$ cat config.mk
export PLATFORM = sky130hd
export DESIGN_NAME = led_gate_ctrl
export DESIGN_NICKNAME = d
export VERILOG_FILES = /design/src/rtl/led_pkg.sv /design/src/rtl/led_open_filter.sv /design/src/rtl/led_chan_fault.sv /design/src/rtl/led_strobe_scan.sv /design/src/rtl/led_gate_ctrl.sv
export SDC_FILE = /design/constraint.sdc
export NUM_CORES = 1
export LEC_CHECK = 0
export ABC_AREA = 1
export BUFFER_PORTS_ARGS = -buffer_cell sky130_fd_sc_hd__buf_2
export CAP_MARGIN = 20
export CORE_ASPECT_RATIO = 0.6
export CORE_MARGIN = 10
export CORE_UTILIZATION = 55
export CTS_BUF_LIST = sky130_fd_sc_hd__clkbuf_8
export CTS_CLUSTER_DIAMETER = 100
export CTS_CLUSTER_SIZE = 10
export DETAILED_ROUTE_END_ITERATION = 6
export PLACE_DENSITY = 0.8
export SKIP_CTS_REPAIR_TIMING = 1
export SLEW_MARGIN = 30
export SYNTH_ARGS = -nofsm -noshare
export SYNTH_HDL_FRONTEND = slang
export SYNTH_SLANG_ARGS = --single-unit
$ cat constraint.sdc
create_clock -name clk -period 8.28 [get_ports clk]
set_input_delay 0.414 -clock clk [delete_from_list [all_inputs] [get_ports clk]]
set_output_delay 0.414 -clock clk [all_outputs]
set_load 0.05 [all_outputs]
$ cat src/rtl/led_pkg.sv
package led_pkg;

    localparam int CH_COUNT      = 10;
    localparam int EN_LO_BITS    = 8;
    localparam int OPEN_FILT_LEN = 2;

    typedef enum logic {
        MODE_MANUAL = 1'b0,
        MODE_REG    = 1'b1
    } ctrl_mode_e;

    typedef enum logic {
        GATE_ALL  = 1'b0,
        GATE_SCAN = 1'b1
    } gate_style_e;

    typedef struct packed {
        logic level;
        logic rise;
    } pwm_view_t;

    function automatic ctrl_mode_e to_mode(input logic reg_bit);
        return reg_bit ? MODE_REG : MODE_MANUAL;
    endfunction

    function automatic gate_style_e to_style(input logic strobe_bit);
        return strobe_bit ? GATE_SCAN : GATE_ALL;
    endfunction

endpackage

$ cat src/rtl/led_open_filter.sv
module led_open_filter #(
    parameter int FILT_LEN = 2
) (
    input  logic clk,
    input  logic rst,
    input  logic driven,
    input  logic det,
    output logic trip
);
    localparam int CNT_W = $clog2(FILT_LEN + 1);
    localparam logic [CNT_W-1:0] CNT_TOP = CNT_W'(FILT_LEN - 1);

    logic [CNT_W-1:0] cnt_q;
    logic [CNT_W-1:0] cnt_d;
    logic             active;

    always_comb begin
        active = driven && det;
        trip   = active && (cnt_q >= CNT_TOP);
        if (!active) begin
            cnt_d = '0;
        end else if (cnt_q >= CNT_TOP) begin
            cnt_d = cnt_q;
        end else begin
            cnt_d = cnt_q + 1'b1;
        end
    end

    always_ff @(posedge clk) begin
        if (rst) begin
            cnt_q <= '0;
        end else begin
            cnt_q <= cnt_d;
        end
    end

endmodule

$ cat src/rtl/led_chan_fault.sv
module led_chan_fault #(
    parameter int FILT_LEN = 2
) (
    input  logic clk,
    input  logic rst,
    input  logic driven,
    input  logic det,
    input  logic clr_ok,
    output logic fault_q,
    output logic fault_d
);
    logic trip;

    led_open_filter #(.FILT_LEN(FILT_LEN)) u_filt (
        .clk    (clk),
        .rst    (rst),
        .driven (driven),
        .det    (det),
        .trip   (trip)
    );

    always_comb begin
        if (trip) begin
            fault_d = 1'b1;
        end else if (clr_ok) begin
            fault_d = 1'b0;
        end else begin
            fault_d = fault_q;
        end
    end

    always_ff @(posedge clk) begin
        if (rst) begin
            fault_q <= 1'b0;
        end else begin
            fault_q <= fault_d;
        end
    end

endmodule

$ cat src/rtl/led_strobe_scan.sv
module led_strobe_scan #(
    parameter int NUM_CH = 10
) (
    input  logic              clk,
    input  logic              rst,
    input  logic              advance,
    input  logic [NUM_CH-1:0] usable,
    output logic [NUM_CH-1:0] sel_nxt
);
    localparam int IDX_W = (NUM_CH > 1) ? $clog2(NUM_CH) : 1;
    localparam logic [IDX_W-1:0] IDX_LAST = IDX_W'(NUM_CH - 1);

    logic [IDX_W-1:0] idx_q;
    logic [IDX_W-1:0] idx_d;
    logic [IDX_W-1:0] cand;
    logic             found;

    always_comb begin
        found = 1'b0;
        cand  = idx_q;
        for (int k = 1; k <= NUM_CH; k++) begin
            int j;
            j = (int'(idx_q) + k) % NUM_CH;
            if (!found && usable[j]) begin
                found = 1'b1;
                cand  = IDX_W'(j);
            end
        end
        idx_d = (advance && found) ? cand : idx_q;
    end

    generate
        for (genvar g = 0; g < NUM_CH; g++) begin : g_sel
            assign sel_nxt[g] = (idx_d == IDX_W'(g));
        end
    endgenerate

    always_ff @(posedge clk) begin
        if (rst) begin
            idx_q <= IDX_LAST;
        end else begin
            idx_q <= idx_d;
        end
    end

endmodule

$ cat src/rtl/led_gate_ctrl.sv
module led_gate_ctrl
    import led_pkg::*;
#(
    parameter int NUM_CH   = CH_COUNT,
    parameter int LO_W     = EN_LO_BITS,
    parameter int FILT_LEN = OPEN_FILT_LEN
) (
    input  logic                   clk,
    input  logic                   rst,
    input  logic [LO_W-1:0]        en_lo,
    input  logic [NUM_CH-LO_W-1:0] en_hi,
    input  logic                   strobe_mode,
    input  logic                   pwm_in,
    input  logic                   reg_mode,
    input  logic                   clr_fail_wr,
    input  logic [NUM_CH-1:0]      open_det,
    output logic [NUM_CH-1:0]      ch_gate,
    output logic                   fail_hiz
);
    logic [NUM_CH-1:0] en_vec;
    logic [NUM_CH-1:0] fault_q;
    logic [NUM_CH-1:0] fault_d;
    logic [NUM_CH-1:0] clr_ok;
    logic [NUM_CH-1:0] sel_nxt;
    logic [NUM_CH-1:0] gate_d;
    logic              pwm_prev_q;
    pwm_view_t         pwm_v;
    ctrl_mode_e        mode;
    gate_style_e       style;

    assign en_vec = {en_hi, en_lo};
    assign mode   = to_mode(reg_mode);
    assign style  = to_style(strobe_mode);

    always_comb begin
        pwm_v.level = pwm_in;
        pwm_v.rise  = pwm_in && !pwm_prev_q;
    end

    always_comb begin
        if (mode == MODE_REG && clr_fail_wr) begin
            clr_ok = ~en_vec;
        end else begin
            clr_ok = '0;
        end
    end

    generate
        for (genvar c = 0; c < NUM_CH; c++) begin : g_ch
            led_chan_fault #(.FILT_LEN(FILT_LEN)) u_fault (
                .clk     (clk),
                .rst     (rst),
                .driven  (ch_gate[c]),
                .det     (open_det[c]),
                .clr_ok  (clr_ok[c]),
                .fault_q (fault_q[c]),
                .fault_d (fault_d[c])
            );
        end
    endgenerate

    led_strobe_scan #(.NUM_CH(NUM_CH)) u_scan (
        .clk     (clk),
        .rst     (rst),
        .advance (pwm_v.rise && style == GATE_SCAN),
        .usable  (en_vec & ~fault_q),
        .sel_nxt (sel_nxt)
    );

    always_comb begin
        gate_d = en_vec & ~fault_d & {NUM_CH{pwm_v.level}};
        if (style == GATE_SCAN) begin
            gate_d = gate_d & sel_nxt;
        end
    end

    always_ff @(posedge clk) begin
        if (rst) begin
            ch_gate    <= '0;
            pwm_prev_q <= 1'b0;
        end else begin
            ch_gate    <= gate_d;
            pwm_prev_q <= pwm_in;
        end
    end

    assign fail_hiz = |fault_q;

endmodule

Word-level counts from Yosys, hierarchy flattened
Index checks and enable logic that the tools add are counted. Widths: inputs -> output; s select.

Logic and storage cells: 229. Bits of input ports: 26. Output and inout port bits: 11. Register bits: 45.

Bitwise gates (word level): 17. $lt $le $gt $ge: 20. Eq/ne operators: 9. Reductions and logical operators: 55. Divide/modulo/power cells: 10. Muxes and demuxes: 75. Add/subtract/negate cells: 20.

Operators with widths (number): $lt 32x6->1 const B (10); $mod 32x5->32 const B (10); $mux 1 (52); $mux 4 (11); $and 10x10->10 (4); $bmux 1 s4 (10); $logic_and 1x1->1 (33); $not 10->10 (3); $add 2x1->2 const B (10); $add 4x3->5 const B (4); $ge 2x1->1 const B (10); $mux 10 (2); $reduce_or 2->1 (10); $eq 4x3->1 const B (4); $add 4x4->5 const B (3); $add 4x2->5 const B (2); $logic_not 1->1 (10); $not 1->1 (10); $reduce_or 10->1 (1); $eq 4x2->1 const B (2); $eq 4x4->1 const B (2); $add 4x1->5 const B (1); $eq 4x1->1 const B (1); $logic_not 4->1 (1).

Depth between registers and ports, before layout
Gate-level depths: netlist of the first run.

Word-level depth: 38. Mapped depth: 39. Mapped depth without buffers: 38.

Modules after synthesis
Synthesis of the first run repeated with hierarchy kept, for this count alone.

Cells, all modules: 1016. Area, all modules: 5900.7 µm².

Modules (own cells, without submodules): led_strobe_scan (sequential area each 80.1 µm², instances 1, area an instance 3686.0 µm², cells an instance 677); led_open_filter (sequential area each 40.0 µm², instances 10, area an instance 118.9 µm², cells an instance 19); led_gate_ctrl (sequential area each 220.2 µm², instances 1, area an instance 563.0 µm², cells an instance 89); led_chan_fault (sequential area each 20.0 µm², instances 10, area an instance 46.3 µm², cells an instance 6).

Worst setup path after synthesis of the first run
No wires, ideal clock.

Path type: reg2reg. Start point: register u_scan.idx_q[1]. End point: register ch_gate[7]. Path slack: 4.206 ns. Clock period less this slack: 4.074 ns. Buffers on the path: 1. Setup time: 0.128 ns. Arrival: 3.945 ns. Required time: 8.152 ns. Cell stages (with the launch flop): 31. Cell sequence: dfxtp_1 > inv_2 > ha_1 > buf_2 > inv_1 > ha_1 > inv_1 > ha_1 > inv_1 > nand2_1 > a21oi_1 > nand2_1 > nand2_1 > nand2_1 > o21ai_2 > nand3_1 > nand2_1 > nand2_1 > nand2_2 > nand4_4 > nor2_8 > nand4_4 > nor2_4 > nand2_2 > nand2_4 > inv_2 > nand2_1 > xor2_1 > a21oi_1 > nand2_1 > a21oi_1.

Word-level cells in the longest chain between the ends: 38. Elaborated cells on any way between the ends: 93. Those cells by class: add/sub: 10; div: 10; eq/ne: 1; mux: 52; bitwise: 1; reduce/logical: 19.

Ends and longest elaborated chain: start, declared (RTL line led_strobe_scan.sv:13) `logic [IDX_W-1:0] idx_q;`; start signal, assigned (RTL line led_strobe_scan.sv:42) `idx_q <= idx_d;`; $add 4x1->5 (RTL line led_strobe_scan.sv:23) `j = (int'(idx_q) + k) % NUM_CH;`; $mod 32x5->32 (RTL line led_strobe_scan.sv:23); $bmux 1 s4 (RTL line led_strobe_scan.sv:24) `if (!found && usable[j]) begin`; $mux 1 (implied by the code) (2 in a row) (RTL line led_strobe_scan.sv:24); $mux 1 (RTL line led_strobe_scan.sv:24); $logic_not 1->1 (RTL line led_strobe_scan.sv:24); $logic_and 1x1->1 (RTL line led_strobe_scan.sv:24); $mux 1 (RTL line led_strobe_scan.sv:24); [21 not listed]; $logic_not 1->1 (RTL line led_strobe_scan.sv:24); $logic_and 1x1->1 (RTL line led_strobe_scan.sv:24); $mux 1 (RTL line led_strobe_scan.sv:24); $logic_and 1x1->1 (RTL line led_strobe_scan.sv:29) `idx_d = (advance && found) ? cand : idx_q;`; $mux 4 * (RTL line led_strobe_scan.sv:29); $eq 4x3->1 * (RTL line led_strobe_scan.sv:34) `assign sel_nxt[g] = (idx_d == IDX_W'(g));`; $and 10x10->10 * (RTL line led_gate_ctrl.sv:73) `gate_d = gate_d & sel_nxt;`; $mux 10 * (RTL line led_gate_ctrl.sv:72) `if (style == GATE_SCAN) begin`; end signal, assigned (RTL line led_gate_ctrl.sv:82) `ch_gate <= gate_d;`; end, declared (RTL line led_gate_ctrl.sv:17) `output logic [NUM_CH-1:0] ch_gate,`.

Every way passes the cells marked *; elsewhere a longest branch is shown, timed or not. The select of a mux whose other input is x is not followed. A chain may end at the register's enable or synchronous reset.

Final worst setup path of the first run
Start point: register u_scan.idx_q[2]. End point: register ch_gate[3].

Word-level cells in the longest chain between the ends: 38. Elaborated cells on any way between the ends: 93. Those cells by class: add/sub: 10; div: 10; eq/ne: 1; mux: 52; bitwise: 1; reduce/logical: 19.

Ends and longest elaborated chain (RTL line): $add 4x1->5 (led_strobe_scan.sv:23); $mod 32x5->32 (led_strobe_scan.sv:23); $bmux 1 s4 (led_strobe_scan.sv:24); $mux 1 (implied by the code) (2 in a row) (led_strobe_scan.sv:24); $mux 1 (led_strobe_scan.sv:24); $logic_not 1->1 (led_strobe_scan.sv:24); $logic_and 1x1->1 (led_strobe_scan.sv:24); $mux 1 (led_strobe_scan.sv:24); [21 not listed]; $logic_not 1->1 (led_strobe_scan.sv:24); $logic_and 1x1->1 (led_strobe_scan.sv:24); $mux 1 (led_strobe_scan.sv:24); $logic_and 1x1->1 (led_strobe_scan.sv:29); $mux 4 * (led_strobe_scan.sv:29); $eq 4x2->1 * (led_strobe_scan.sv:34); $and 10x10->10 * (led_gate_ctrl.sv:73); $mux 10 * (led_gate_ctrl.sv:72).

Marks and branches as above.

==> flow_metrics.tcl, run 1 <==
set metrics [dict create \
    reg2reg_from "u_scan.idx_q[2]" \
    cts.sinks 45 \
    tightestPinTransition_ns 1.01 \
    grt_pass1_wl_um 25400 \
    drc_errors 0 \
    syn_avg_cell_area_um2 5.99 \
    setup_viol 0 \
    synth-simple-area-share_pct 42.5 \
    fin_skew_ns 0.00810 \
    ant_nets 0 \
    route.vias.total 5760 \
    synthAdderAreaFrac_pct 10.5 \
    path_class "register to register" \
    wl_um 15100 \
    reg2reg_slack_ns 3.29 \
    die_x_um 150 \
    die_area_um2 14700 \
    antenna_found_initial 0 \
    slew_headroom_pct 32.2 \
    clk_path_buf_depth 2 \
    min_period_ns 4.99 \
    routabilityCongestion 0.993 \
    clk_pin_slew_ns 0.09 \
    die_h_um 98.0 \
    synthesis.nets 1005 \
    crit_arrival_ns 5.18 \
    hold_depth 3 \
    power.density_nw_per_um2 251 \
    async_reset_ff_share_pct 0 \
    p_leak_uw 0.00313 \
    coreArea_um2 9880 \
    cts_tree "done" \
    start_kind "register" \
    synth_edf_count 0 \
    mostFrequentLayoutCells "nand2_1 (255), inv_1 (171), nand3_1 (86)" \
    overflow 0 \
    ys_seq_elements 45 \
    hold_path.class "input port to register" \
    max_freq_ghz 0.200 \
    ys.flop_type "dfxtp_1" \
    crit_slowest_cell "dfxtp_1" \
    cts_buffers 5 \
    synthXorXnorAreaFrac_pct 4.98 \
    synth_top_family_by_area "simple AND/OR/NAND/NOR gates" \
    wire_per_inst_um 13.9 \
    place_hpwl_um 12500 \
    crit_fanout 15 \
    routed_via_density 5.30 \
    ys_top_cells_by_area "nand2_1 (17%), dfxtp_1 (16%), inv_1 (11%), ha_1 (11%), nand3_1 (7.7%)" \
    path_buf_inv 4 \
    synth_top_area_cell "nand2_1" \
    ys_warn_count 0 \
    period_share_pct 60.3 \
    synth-compound-area-share_pct 10.6 \
    outcome "finished, final reports clean" \
    finish.utilization_pct 59.4 \
    yosysSeqAreaShare_pct 16.1 \
    row_count 28 \
    grt_pass1_vias 5073 \
    htree_levels 2 \
    cpMostUsedCell "nand2_1" \
    slew_violations 0 \
    worstHoldEndpoint "g_ch[6].u_fault.u_filt.cnt_q[1]" \
    port_buffers 36 \
    first_pass_iters 5 \
    area_growth_syn_to_layout_pct 5.18 \
    synth_top_area_share_pct 17.1 \
    cp_data_required_time_ns 8.47 \
    drt_iter0_markers 708 \
    vdd_drop_max_uv 198 \
    cts_root_buf "clkbuf_8" \
    r2r_cells 28 \
    io_pins 37 \
    drive_above_1_share_pct 12.1 \
    hold_viol_final 0 \
    dp_slack_ns 3.47 \
    synthesis.area_um2 5580 \
    tns_ns 0 \
    grt_max_degree 25 \
    hold_start "open_det[6]" \
    r2r-end "ch_gate[3]" \
    rsz0062_at_grt "false" \
    track_usage_pct 20.4 \
    syn-instance-count 932 \
    endpoint_kind "register" \
    clock_latency_ns 0.31 \
    synth.mux.area_fraction_pct 0 \
    antennaDiodeCount 0 \
    start_util_pct 56.5 \
    layout_setup_ws_ns 3.29 \
    final_nets 1024 \
    slowest_delay_ns 0.79 \
    crit_family "simple AND/OR/NAND/NOR gates" \
    layout_commonest_cell "nand2_1" \
    maxCapViolations 0 \
    synth_cell_types 49 \
]
## registers in the layout, summed over array words and instances (netlist names)
register                   count
g_ch.u_fault.u_filt.cnt_q     20
ch_gate                       10
g_ch.u_fault.fault_q          10
u_scan.idx_q                   4
pwm_prev_q                     1
## cells in the mapped netlist, types with 2 or more instances
master,number
nand4_1,26
or2_1,4
clkbuf_1,9
o21ai_2,7
o21a_1,2
clkinv_1,2
nor3_1,12
or2_2,2
ha_1,47
nand4_4,2
o21ai_1,5
a21oi_1,34
nand2_4,8
xnor2_1,13
o211ai_1,4
nor2_4,2
nand2_2,18
a21oi_2,2
nor2_1,49
buf_6,2
o31ai_1,2
xor2_1,15
o21ai_0,36
nand3_1,86
nand3_2,7
dfxtp_1,45
buf_2,4
buf_4,11
a31oi_1,4
inv_2,10
nor4_1,12
o21bai_1,2
nand3b_1,5
nand2_1,255
nor2_2,6
inv_1,169
## logic make-up after synthesis
group                      count (synthesis)
DFF                                       45
and+or+nand+nor                          499
xor gates and xnor gates                  30
AOI/OAI and AO/OA                        102
buffers and inverters                    209
adders and majority gates                 47
## final cells by class
type                            count  area (um2)
Fill cell                        1011        4010
Multi-Input combinational cell    678        3830
Inverter                          183         694
Sequential cell                    45         901
Timing Repair Buffer               38         195
Clock buffer                        5        68.8
Tap cell                          135         169
Clock inverter                      3        15.0
## worst register-to-register path: cells and delay by family (launching register included)
kind                     cells  cell delay, ns
AND/OR/NAND/NOR             17            1.94
AO/OA/AOI/OAI                4            0.69
adder cells (fa/ha/maj)      3            1.01
buffers and inverters        4            0.45
flip-flops                   1            0.79
## metrics by stage
stage | instances | total power (uW) | hold slack, ns | area [um2]
6_report | 1087 | 1480 | 0.343 | 5870
5_1_grt | 1087 | 1640 | 0.352 | 5870
4_1_cts | 1087 | 1450 | 0.345 | 5870
3_5_place_dp | 1079 | 1310 | 0.467 | 5790
3_3_place_gp | 1079 | 1300 | 0.465 | 5790
2_1_floorplan | 932 | 1110 | 0.449 | 5580
## worst max path at each step
| stage | end | slack (ns) | start | depth (start not counted) |
|---|---|---|---|---|
| CTS | ch_gate[3] | 3.43 | u_scan.idx_q[2] | 28 |
| floorplan | ch_gate[7] | 4.21 | u_scan.idx_q[1] | 30 |
| detailed placement | ch_gate[3] | 3.47 | u_scan.idx_q[2] | 29 |
| global route | ch_gate[3] | 2.81 | u_scan.idx_q[2] | 35 |
| finish | ch_gate[3] | 3.29 | u_scan.idx_q[2] | 28 |
| global placement | ch_gate[3] | 3.66 | u_scan.idx_q[2] | 29 |
## power by group
group,internal [uW],leakage (uW),total [uW],switching [uW]
sequential,224,0.000364,237,12.8
combinational,338,0.00272,1100,767
clock,57.4,0.0000467,135,77.3
total,619,0.00313,1480,857
## routing by layer
| layer | global-route usage (%) | routed length, um |
|---|---|---|
| met1 | 32.7 | 7890 |
| met2 | 26.7 | 5480 |
| met3 | 5.67 | 1710 |
| met4 | 0.893 | 32 |
| met5 | 0 | 0 |
No activity file was read; power rests on OpenSTA's default activity.
==> inputs of run 2 (changes only) <==
==> constraint.sdc (replaced) <==
create_clock -name clk -period 4.9 [get_ports clk]
set_input_delay 0.245 -clock clk [delete_from_list [all_inputs] [get_ports clk]]
set_output_delay 0.245 -clock clk [all_outputs]
set_load 0.05 [all_outputs]
==> run 2 against run 1 <==
Compared with the run above: clock power up 120%; count of clock-buffer cells in the layout unchanged; final cell count rose by 0.55%; setup slack lost 2.9 ns; first-iteration DRC count down 22%; clock skew grew 0.0096 ns; core utilization rose by 0.80 points.
==> flow_metrics.tcl, run 2 (synthesis results as in run 1) <==
set metrics [dict create \
    maxCapViolations 0 \
    p_total_uw 2640 \
    drc_errors 0 \
    setup_viol 0 \
    tns_ns 0 \
    track_usage_pct 20.7 \
    hold_slack_ns 0.176 \
    start_kind "register" \
    route.vias.total 5888 \
    ant_nets 0 \
    die_x_um 150 \
    antenna_found_initial 0 \
    reg2reg_slack_ns 0.39 \
    tightestPinTransition_ns 0.928 \
    die_area_um2 14700 \
    start_util_pct 56.5 \
    routed_via_density 5.39 \
    dp_slack_ns 0.405 \
    cts.sinks 45 \
    path_class "register to register" \
    layout_setup_ws_ns 0.391 \
    crit_arrival_ns 4.71 \
    crit_start "u_scan.idx_q[1]" \
    slew_headroom_pct 37.5 \
    row_count 28 \
    first_pass_iters 6 \
    final_nets 1030 \
    cts_tree "done" \
    antennaDiodeCount 0 \
    port_buffers 36 \
    reg2reg_from "u_scan.idx_q[1]" \
    rsz0062_at_grt "false" \
    slew_violations 0 \
    grt_pass1_vias 5196 \
    grt_pass1_wl_um 25600 \
    clk_pin_slew_ns 0.10 \
    area_growth_syn_to_layout_pct 6.59 \
    cts_buffers 5 \
    grt_max_degree 25 \
    htree_levels 2 \
    clock_latency_ns 0.31 \
    place_hpwl_um 12700 \
    cp_data_required_time_ns 5.10 \
    fin_skew_ns 0.0177 \
    die_h_um 98.0 \
    mostFrequentLayoutCells "nand2_1 (255), inv_1 (169), nand3_1 (86)" \
    drt_iter0_markers 552 \
    power.density_nw_per_um2 443 \
    hold_viol_final 0 \
    drive_above_1_share_pct 13.2 \
    top_register "g_ch.u_fault.u_filt.cnt_q" \
    min_period_ns 4.51 \
    coreArea_um2 9880 \
    wire_per_inst_um 14.3 \
    period_share_pct 92.0 \
    layout_commonest_cell "nand2_1" \
    endpoint_kind "register" \
    max_freq_ghz 0.222 \
    vdd_drop_max_uv 379 \
    crit_fanout 19 \
    clk_path_buf_depth 2 \
    largest_reg_flops 20 \
    hold_path.class "input port to register" \
    cts_root_buf "clkbuf_8" \
    finish.utilization_pct 60.2 \
    outcome "finished, final reports clean" \
    largestRegisters "g_ch.u_fault.u_filt.cnt_q (20), ch_gate (10), g_ch.u_fault.fault_q (10)" \
    overflow 0 \
    p_leak_uw 0.00317 \
    wl_um 15600 \
    routabilityCongestion 0.965 \
    io_pins 37 \
    hold_start "open_det[1]" \
]
-- run 2: cell types whose count changed in the layout (fill, tap and decap cells not counted), sizes merged --
cell | before | now
buf | 38 | 44
bufinv | 0 | 1
clkinv | 2 | 3
clkinvlp | 1 | 0
inv | 183 | 182
-- run 2: path summary, 6_finish.rpt --
check / endpoint / cells after the start
setup / recovery: ch_gate[9] / 27
hold / removal: g_ch[1].u_fault.u_filt.cnt_q[1] / 3
setup reg to reg: ch_gate[9] / 27
hold reg to reg: g_ch[5].u_fault.u_filt.cnt_q[0] / 2
-- run 2: critical path: stages, from the launching register on --
cell and delay (ns):
dfxtp_1 0.38, buf_4 0.29, ha_1 0.35, nand2_1 0.15, nand2_4 0.13, inv_2 0.07, nor2_1 0.13, inv_1 0.06
ha_1 0.26, inv_1 0.05, nand2_1 0.04, o21ai_0 0.15, nand2_1 0.12, o21ai_1 0.41, o21ai_0 0.16, o21ai_0 0.19
nand2_1 0.07, nand2_1 0.16, inv_1 0.10, nor2_4 0.17, nand2_2 0.09, nand2_4 0.10, inv_2 0.04, nand2_1 0.09
xor2_1 0.35, nor2_2 0.12, nand2_1 0.10, a21oi_1 0.06
-- run 2: final cells by class --
class | instances | area, um2
Sequential cell | 45 | 903
Fill cell | 942 | 3930
Multi-Input combinational cell | 678 | 3830
Tap cell | 135 | 169
Clock inverter | 3 | 43.8
Timing Repair Buffer | 44 | 240
Clock buffer | 5 | 68.8
Inverter | 183 | 694
-- run 2: per-stage QoR --
step / area [um2] / cells
6_report: 5950 / 1093
5_1_grt: 5950 / 1093
4_1_cts: 5940 / 1093
3_5_place_dp: 5830 / 1085
3_3_place_gp: 5830 / 1085
2_1_floorplan: 5580 / 932
-- run 2: metal layers --
metal / track usage [%] / vias to the layer above / share of wire (%)
met2: 27.3 / 280 / 36
met5: 0 / - / 0
li1: - / 2997 / -
met1: 32.6 / 2603 / 52
met3: 5.48 / 8 / 11
met4: 2.01 / 0 / 0.56
-- run 2: power by group --
group / leakage, uW / switching, uW / total [uW] / internal [uW]
registers: 0.000364 / 23.2 / 402 / 379
clock network: 0.0000585 / 138 / 291 / 153
logic: 0.00274 / 1360 / 1940 / 580
